`src/rtl/capdec_pkg.sv`:
```
package capdec_pkg;

  typedef enum logic [3:0] {
    ST_PIX   = 4'b0000,
    ST_END4  = 4'b0001,
    ST_END3  = 4'b1101,
    ST_END2  = 4'b1001,
    ST_END1  = 4'b0101,
    ST_START = 4'b0010,
    ST_PACK  = 4'b0110,
    ST_PLAN  = 4'b1110,
    ST_EVEN  = 4'b0100,
    ST_ODD   = 4'b1100
  } stat_e;

  typedef struct packed {
    logic mode;
    logic planar;
    logic sol;
    logic eol;
    logic even_end;
    logic odd_end;
    logic err;
    logic pix;
  } evt_t;

endpackage

```
`src/rtl/capdec_decode.sv`:
```
module capdec_decode
  import capdec_pkg::*;
(
  input  logic [3:0] code,
  output evt_t       ev,
  output logic [3:0] be_n
);

  always_comb begin
    ev   = '0;
    be_n = 4'b0000;
    case (code)
      ST_PIX:   ev.pix = 1'b1;
      ST_START: ev.sol = 1'b1;
      ST_END4:  ev.eol = 1'b1;
      ST_END3: begin ev.eol = 1'b1; be_n = 4'b1000; end
      ST_END2: begin ev.eol = 1'b1; be_n = 4'b1100; end
      ST_END1: begin ev.eol = 1'b1; be_n = 4'b1110; end
      ST_PACK: begin ev.mode = 1'b1; be_n = 4'b1111; end
      ST_PLAN: begin ev.mode = 1'b1; ev.planar = 1'b1; be_n = 4'b1111; end
      ST_EVEN: begin ev.even_end = 1'b1; be_n = 4'b1111; end
      ST_ODD:  begin ev.odd_end = 1'b1; be_n = 4'b1111; end
      default: ev.err = 1'b1;
    endcase
  end

endmodule

```
`src/rtl/capdec_line.sv`:
```
module capdec_line #(
  parameter int CNT_W = 12
) (
  input  logic             clk,
  input  logic             rst_n,
  input  logic             acc,
  input  logic             is_mode,
  input  logic             is_fend,
  input  logic             is_sol,
  input  logic             is_eol,
  input  logic             is_pix,
  input  logic [CNT_W-1:0] exp_dwords,
  output logic             line_active,
  output logic             field_active,
  output logic             short_line,
  output logic             long_line
);

  localparam logic [CNT_W-1:0] CNT_MAX = '1;
  localparam logic [CNT_W:0]   POS_ONE = (CNT_W+1)'(1);

  logic             line_q, field_q;
  logic [CNT_W-1:0] cnt_q;
  logic [CNT_W:0]   pos;
  logic [CNT_W:0]   exp_w;

  assign exp_w = {1'b0, exp_dwords};
  assign pos   = (is_sol || !line_q) ? POS_ONE : ({1'b0, cnt_q} + POS_ONE);

  assign short_line = is_eol && (pos < exp_w);
  assign long_line  = is_pix && line_q && (pos == exp_w);

  always_ff @(posedge clk) begin
    if (!rst_n) begin
      line_q  <= 1'b0;
      field_q <= 1'b0;
      cnt_q   <= '0;
    end else if (acc) begin
      if (is_mode) begin
        field_q <= 1'b1;
        line_q  <= 1'b0;
        cnt_q   <= '0;
      end else if (is_fend) begin
        field_q <= 1'b0;
        line_q  <= 1'b0;
        cnt_q   <= '0;
      end else if (is_sol) begin
        line_q <= 1'b1;
        cnt_q  <= CNT_W'(1);
      end else if (is_eol) begin
        line_q <= 1'b0;
        cnt_q  <= '0;
      end else if (is_pix && line_q && cnt_q != CNT_MAX) begin
        cnt_q <= cnt_q + CNT_W'(1);
      end
    end
  end

  assign line_active  = line_q;
  assign field_active = field_q;

  assert_sol_opens_R9: assert property (@(posedge clk) disable iff (!rst_n)
    (acc && is_sol) |=> line_active);

  assert_fend_clears_R5: assert property (@(posedge clk) disable iff (!rst_n)
    (acc && is_fend) |=> (!line_active && !field_active));

  assert_stall_holds_R11: assert property (@(posedge clk) disable iff (!rst_n)
    !acc |=> ($stable(cnt_q) && $stable(line_q)));

  assert_flags_exclusive_R7: assert property (@(posedge clk) disable iff (!rst_n)
    !(short_line && long_line));

endmodule

```
`src/rtl/capdec_top.sv`:
```
module capdec_top
  import capdec_pkg::*;
#(
  parameter int CNT_W = 12
) (
  input  logic             clk,
  input  logic             rst_n,
  input  logic             in_valid,
  output logic             in_ready,
  input  logic [35:0]      in_word,
  output logic             out_valid,
  input  logic             out_ready,
  output logic [31:0]      out_data,
  output logic [3:0]       out_be_n,
  input  logic [CNT_W-1:0] exp_dwords,
  output logic             ev_mode,
  output logic             mode_planar,
  output logic             ev_sol,
  output logic             ev_eol,
  output logic             ev_even_end,
  output logic             ev_odd_end,
  output logic             ev_err,
  output logic             short_line,
  output logic             long_line,
  output logic             line_active,
  output logic             field_active
);

  evt_t ev;
  logic acc;
  logic trk_short, trk_long;

  capdec_decode u_dec (
    .code (in_word[35:32]),
    .ev   (ev),
    .be_n (out_be_n)
  );

  assign acc       = in_valid && out_ready;
  assign out_valid = in_valid;
  assign in_ready  = out_ready;
  assign out_data  = in_word[31:0];

  capdec_line #(.CNT_W(CNT_W)) u_line (
    .clk          (clk),
    .rst_n        (rst_n),
    .acc          (acc),
    .is_mode      (ev.mode),
    .is_fend      (ev.even_end || ev.odd_end),
    .is_sol       (ev.sol),
    .is_eol       (ev.eol),
    .is_pix       (ev.pix),
    .exp_dwords   (exp_dwords),
    .line_active  (line_active),
    .field_active (field_active),
    .short_line   (trk_short),
    .long_line    (trk_long)
  );

  assign ev_mode     = in_valid && ev.mode;
  assign mode_planar = in_valid && ev.planar;
  assign ev_sol      = in_valid && ev.sol;
  assign ev_eol      = in_valid && ev.eol;
  assign ev_even_end = in_valid && ev.even_end;
  assign ev_odd_end  = in_valid && ev.odd_end;
  assign ev_err      = in_valid && ev.err;
  assign short_line  = in_valid && trk_short;
  assign long_line   = in_valid && trk_long;

  assert_one_event_R6: assert property (@(posedge clk) disable iff (!rst_n)
    $onehot0({ev_mode, ev_sol, ev_eol, ev_even_end, ev_odd_end, ev_err}));

  assert_eol_low_byte_R2: assert property (@(posedge clk) disable iff (!rst_n)
    ev_eol |-> !out_be_n[0]);

  assert_mode_opens_field_R4: assert property (@(posedge clk) disable iff (!rst_n)
    (acc && ev_mode) |=> field_active);

endmodule

```
`config.mk`:
```
export PLATFORM = sky130hd
export DESIGN_NAME = capdec_top
export DESIGN_NICKNAME = d
export VERILOG_FILES = /design/src/rtl/capdec_pkg.sv /design/src/rtl/capdec_decode.sv /design/src/rtl/capdec_line.sv /design/src/rtl/capdec_top.sv
export SDC_FILE = /design/constraint.sdc
export NUM_CORES = 1
export LEC_CHECK = 0
export ABC_AREA = 1
export BUFFER_PORTS_ARGS = -buffer_cell sky130_fd_sc_hd__buf_2
export CAP_MARGIN = 10
export CORE_ASPECT_RATIO = 2
export CORE_MARGIN = 2
export CORE_UTILIZATION = 45
export CTS_CLUSTER_SIZE = 28
export DETAILED_ROUTE_END_ITERATION = 10
export PLACE_DENSITY = 0.85
export SKIP_CTS_REPAIR_TIMING = 1
export SLEW_MARGIN = 20
export SYNTH_ARGS = -nofsm -noshare
export SYNTH_HDL_FRONTEND = slang
export SYNTH_SLANG_ARGS = --single-unit
```
`constraint.sdc`:
```
create_clock -name clk -period 4.3 [get_ports clk]
set_clock_uncertainty 0.2 [all_clocks]
set_input_delay 0.215 -clock clk [delete_from_list [all_inputs] [get_ports clk]]
set_output_delay 0.215 -clock clk [all_outputs]
set_load 0.05 [all_outputs]
```
## Word level (Yosys, flattened, before mapping)

Index checks and enable logic that the tools add are counted.

- Add/sub/neg operators: 2
- $mul: 0
- Divide/modulo/power cells: 0
- Magnitude comparators: 1
- Equal/unequal tests: 11
- Shift-type cells: 0
- Muxes and demuxes: 21
- Bitwise operators: 0
- Reduce and logical (&&, ||, !) cells: 28

Operator list:

| kind | count |
|---|---|
| two-way mux 12 bit | 5 |
| == test 4 bit, second input constant | 4 |
| one-hot mux 4 bit (4 select lines) | 1 |
| logical AND 1 bit | 14 |
| two-way mux 1 bit | 14 |
| adder 12 x 1 -> 13 bit, second input constant | 1 |
| == test 13 x 12 -> 1 bit | 1 |
| less-than comparator 13 x 12 -> 1 bit | 1 |
| two-way mux 13 bit | 1 |
| adder 12 x 1 -> 12 bit, second input constant | 1 |
| == test 4 x 3 -> 1 bit, second input constant | 3 |
| inequality test 12 bit, second input constant | 1 |
| OR reduction 10 bit | 1 |
| OR reduction 4 bit | 2 |
| AND reduction 2 bit | 3 |
| nonzero test 5 bit | 1 |
| == test 4 x 1 -> 1 bit, second input constant | 1 |
| == test 4 x 2 -> 1 bit, second input constant | 1 |
| logical NOT 4 bit | 1 |
| nonzero test 4 bit | 1 |
| logical OR 1 bit | 2 |
| nonzero test 2 bit | 1 |
| OR reduction 2 bit | 1 |
| logical NOT 1 bit | 1 |

- Register bits after elaboration: 14
- Latch bits: 0
- RAM bits: 0
- Memory bits (read-only): 0
- Logic and storage cells: 66
- Memories: 0

## Longest topological paths before layout

- Depth in word-level cells: 9
- Depth in mapped cells: 15

## Hierarchy

A second synthesis with hierarchy kept.

- Cells, all modules: 282
- Area total of the unflattened synthesis: 1737.9 µm²

Modules (own cells, without submodules):

| module | times used | cells an instance | area an instance (µm²) | sequential area each (µm²) |
|---|---|---|---|---|
| capdec_line | 1 | 199 | 1271.2 | 280.3 |
| capdec_top | 1 | 58 | 352.8 | 0.0 |
| capdec_decode | 1 | 25 | 113.9 | 0.0 |

## Least setup slack after synthesis

No wires, ideal clock.

- Kind: register to output
- Start point: register u_line.line_q (netlist: u_line.line_active)
- End point: output port short_line
- Arrival time: 2.651 ns
- Path slack: 1.234 ns
- Stages on the path, launching flop included: 14
- Path buffers: 1
- Cell sequence: dfxtp_1 -> inv_1 -> nor2_1 -> inv_1 -> buf_2 -> a21oi_1 -> ha_1 -> nand2_1 -> inv_1 -> nand2_1 -> nand3_1 -> a21oi_1 -> nor2_1 -> nor2_1

- Longest elaborated chain between the ends: 6

Ends and longest elaborated chain:

| item | line | RTL |
|---|---|---|
| from (decl) | capdec_line.sv:22 | `logic line_q, field_q;` |
| from (signal assigned) | capdec_line.sv:35 | `line_q <= 1'b0;` |
| from (signal assigned) | capdec_line.sv:41 | `line_q <= 1'b0;` |
| from (signal assigned) | capdec_line.sv:45 | `line_q <= 1'b0;` |
| logical NOT 1 bit | capdec_line.sv:28 | `assign pos = (is_sol \|\| !line_q) ? POS_ONE : ({1'b0, cnt_q} + POS_ONE);` |
| logical OR 1 bit | capdec_line.sv:28 |  |
| two-way mux 13 bit | capdec_line.sv:28 |  |
| less-than comparator 13 x 12 -> 1 bit | capdec_line.sv:30 | `assign short_line = is_eol && (pos < exp_w);` |
| logical AND 1 bit | capdec_line.sv:30 |  |
| logical AND 1 bit | capdec_top.sv:67 | `assign short_line = in_valid && trk_short;` |
| to (decl) | capdec_top.sv:23 | `output logic short_line,` |

Every way passes these cells.

## Worst setup path in the final report

- Start point: register u_line.cnt_q[0]
- End point: output port short_line

- Longest elaborated chain between the ends: 5

Ends and longest elaborated chain:

| item | line | RTL |
|---|---|---|
| from (decl) | capdec_line.sv:23 | `logic [CNT_W-1:0] cnt_q;` |
| from (signal assigned) | capdec_line.sv:54 | `cnt_q <= cnt_q + CNT_W'(1);` |
| adder 12 x 1 -> 13 bit | capdec_line.sv:28 |  |
| two-way mux 13 bit | capdec_line.sv:28 |  |
| less-than comparator 13 x 12 -> 1 bit | capdec_line.sv:30 |  |
| logical AND 1 bit | capdec_line.sv:30 |  |
| logical AND 1 bit | capdec_top.sv:67 |  |

Every way passes these cells.

==> results.txt <==
vias in the first global route = 1649
drt first-iter violations = 43
status = finished, final reports clean
DRT Pass-1 Iters = 4
CTS tree = done
area grow syn2layout = 0.710%
Power Total = 0.344 mW
warnings from Yosys = 0
Synth Instances = 290
area of the multi-input gates = 1000 sq um
die outline width = 48.3 um
Non-Filler Instances = 343
most numerous cell in the Yosys netlist = nand2_1
Final setup viols = 0
Netlist Area Pre-Place = 1760 sq um
Final GP Congestion = 0.942
Num CTS Buffers = 3
WP data required = 3.88 ns
gr ovfl total = 0
share of layout cells above drive strength 1 = 19.5%
total track usage = 20.8%
Hold Vio Cnt, Final = 0
Synth area leader = dfxtp_1
boundary pin count = 101
EDFF count, synth = 0
MaxCap Viol Count = 0
Leak = 0.871 nW
largest cells by area after synthesis = dfxtp_1 (16%), buf_4 (14%), nand2_1 (13%)
via count = 1695
kind of end point of the critical path = output port
Reg2Reg Launch Point = u_line.cnt_q[0]
Worst Tran Pin Value = 0.381 ns
FMAX = 334 MHz
fin crit share = 69.7%
met1 Use GR = 19.2%
synthesized area per cell = 6.08 sq um
Reg clk slew, reported paths = 0.07 ns
fin. max-slew vios = 0
Placed Cells = 339
WL per Instance = 11.9 um
Routed WL = 4070 um
maximum vdd ir drop = 0.178 mV
CP startpoint = u_line.cnt_q[0]
Rel. slew slack = 74.5%
RSZ-0062 raised after global routing = false
vias per std cell = 4.94
asr flop ratio synth = 0%
Seq cells post-synth = 14
prevailing post-synth register cell = dfxtp_1
arrival time worst endpoint = 2.58 ns
Core Rows = 32
RR Endpoint = u_line.cnt_q[0]
starting density of the core = 46.3%
Seq/Total Area, Yosys = 15.9%
Reg area = 280 sq um
maximum clock path buffer count = 2
die area = 4460 sq um
HP Class = in2reg
Antenna Nets Post-Route = 0
Worst-Skew Late Latency = 0.26 ns
Port Buffer Count = 36
# fillers = 410
DP Wirelength = 3410 um
nets in the synthesized netlist = 356
H-tree lvl count = 1
largest net degree at the start of global routing = 14
crit path time final = 3.00 ns
initial antenna violation count = 0
Fin Hold WS = 0.0106 ns
Layout Nets = 359
synth cell count leaders = nand2_1 (61), inv_1 (51), buf_4 (34), nor2_1 (33), a21oi_1 (22)
n_diodes = 0
crit path to = short_line
Reg2Reg Depth = 8
Die Y = 92.5 um
met3 Use GR = 2.14%
Worst Setup Start Kind = flop
clock root buffer = clkbuf_8
top cell type's share of synthesized area = 15.9%
setup TNS = 0 ns
Crit Path Class = reg2out
count of cell types in the netlist = 23
M2 GR Usage = 36.3%
first-pass GRT wire length = 6730 um
PwrDens = 194 nW/um^2
DR DRC count = 0
grt peak-use layer = met2
core area = 3800 sq um
crit path max fanout = 5
Hold Crit Start = rst_n
reg-to-reg slack, setup = 2.48 ns
clk sinks = 14
through the flow:
step / util, % / instance area [sq um] / worst slack [ns]
global placement: 45.2 / 1720 / 1.58
CTS: 46.7 / 1780 / 1.32
finish: 46.7 / 1780 / 1.30
global route: 46.7 / 1780 / 1.07
floorplan: - / 1760 / 1.23
detailed placement: 45.2 / 1720 / 1.55
kinds of logic (layout without fill, tap and decap cells):
group                    Yosys count  after routing  share of synthesized area [%]
adder cells (fa/ha/maj)           14             14                           9.94
XOR/XNOR                           3              3                           1.49
buffers and inverters             89             91                           27.1
flip-flops                        14             14                           15.9
AO/OA/AOI/OAI                     30             30                           8.80
AND/OR/NAND/NOR                  140            140                           36.8
registers in the layout (all words and copies together) (netlist names):
signal / count
u_line.cnt_q: 12
u_line.field_active: 1
u_line.line_active: 1
layout make-up:
class | instances | area share, %
timing repair buffer | 36 | 10.1
tap | 51 | 3.59
sequential | 14 | 15.8
inverter | 51 | 10.8
multi-input combinational | 187 | 56.6
clock buffer | 4 | 3.10
power breakdown:
part / internal, mW / leakage (nW) / switching, mW
combinational: 0.0221 / 0.729 / 0.0557
sequential: 0.131 / 0.113 / 0.00144
clock: 0.0814 / 0.0288 / 0.0525
critical path, cell delays in order (launching register included):
cell,delay [ns]
dfxtp_1,0.41
ha_1,0.18
nand3_1,0.09
nor2_1,0.20
nand2_1,0.11
a21oi_1,0.26
ha_1,0.30
a21oi_1,0.17
o21ai_0,0.09
a21oi_1,0.12
nor2_1,0.05
nor2_1,0.10
buf_2,0.27
per-layer routing:
layer | part of all wire (%) | vias to the layer above
li1 | - | 871
met1 | 33 | 761
met2 | 56 | 38
met3 | 3.7 | 25
met4 | 7.3 | 0
met5 | 0 | -
how the worst min path moves through the flow:
stage / to / depth (start not counted)
floorplan: u_line.cnt_q[0] / 2
global placement: out_data[23] / 0
detailed placement: out_data[23] / 0
CTS: u_line.cnt_q[0] / 3
global route: u_line.cnt_q[11] / 3
finish: u_line.cnt_q[0] / 3
layout by cell type (no fill, tap or decap):
cell,count
dfxtp_1,14
nand2_2,7
xnor2_1,2
nor2_2,2
ha_1,14
nand3_1,18
nor2_1,33
o21ai_0,6
o211ai_1,1
xor2_1,1
nor3_1,7
nand4_1,2
buf_2,36
nand2_1,61
a21oi_1,22
o31ai_1,1
nand3_2,3
clkbuf_8,4
nand3b_1,2
nor2_4,5
inv_1,51
(Power assumes the default switching activity.)
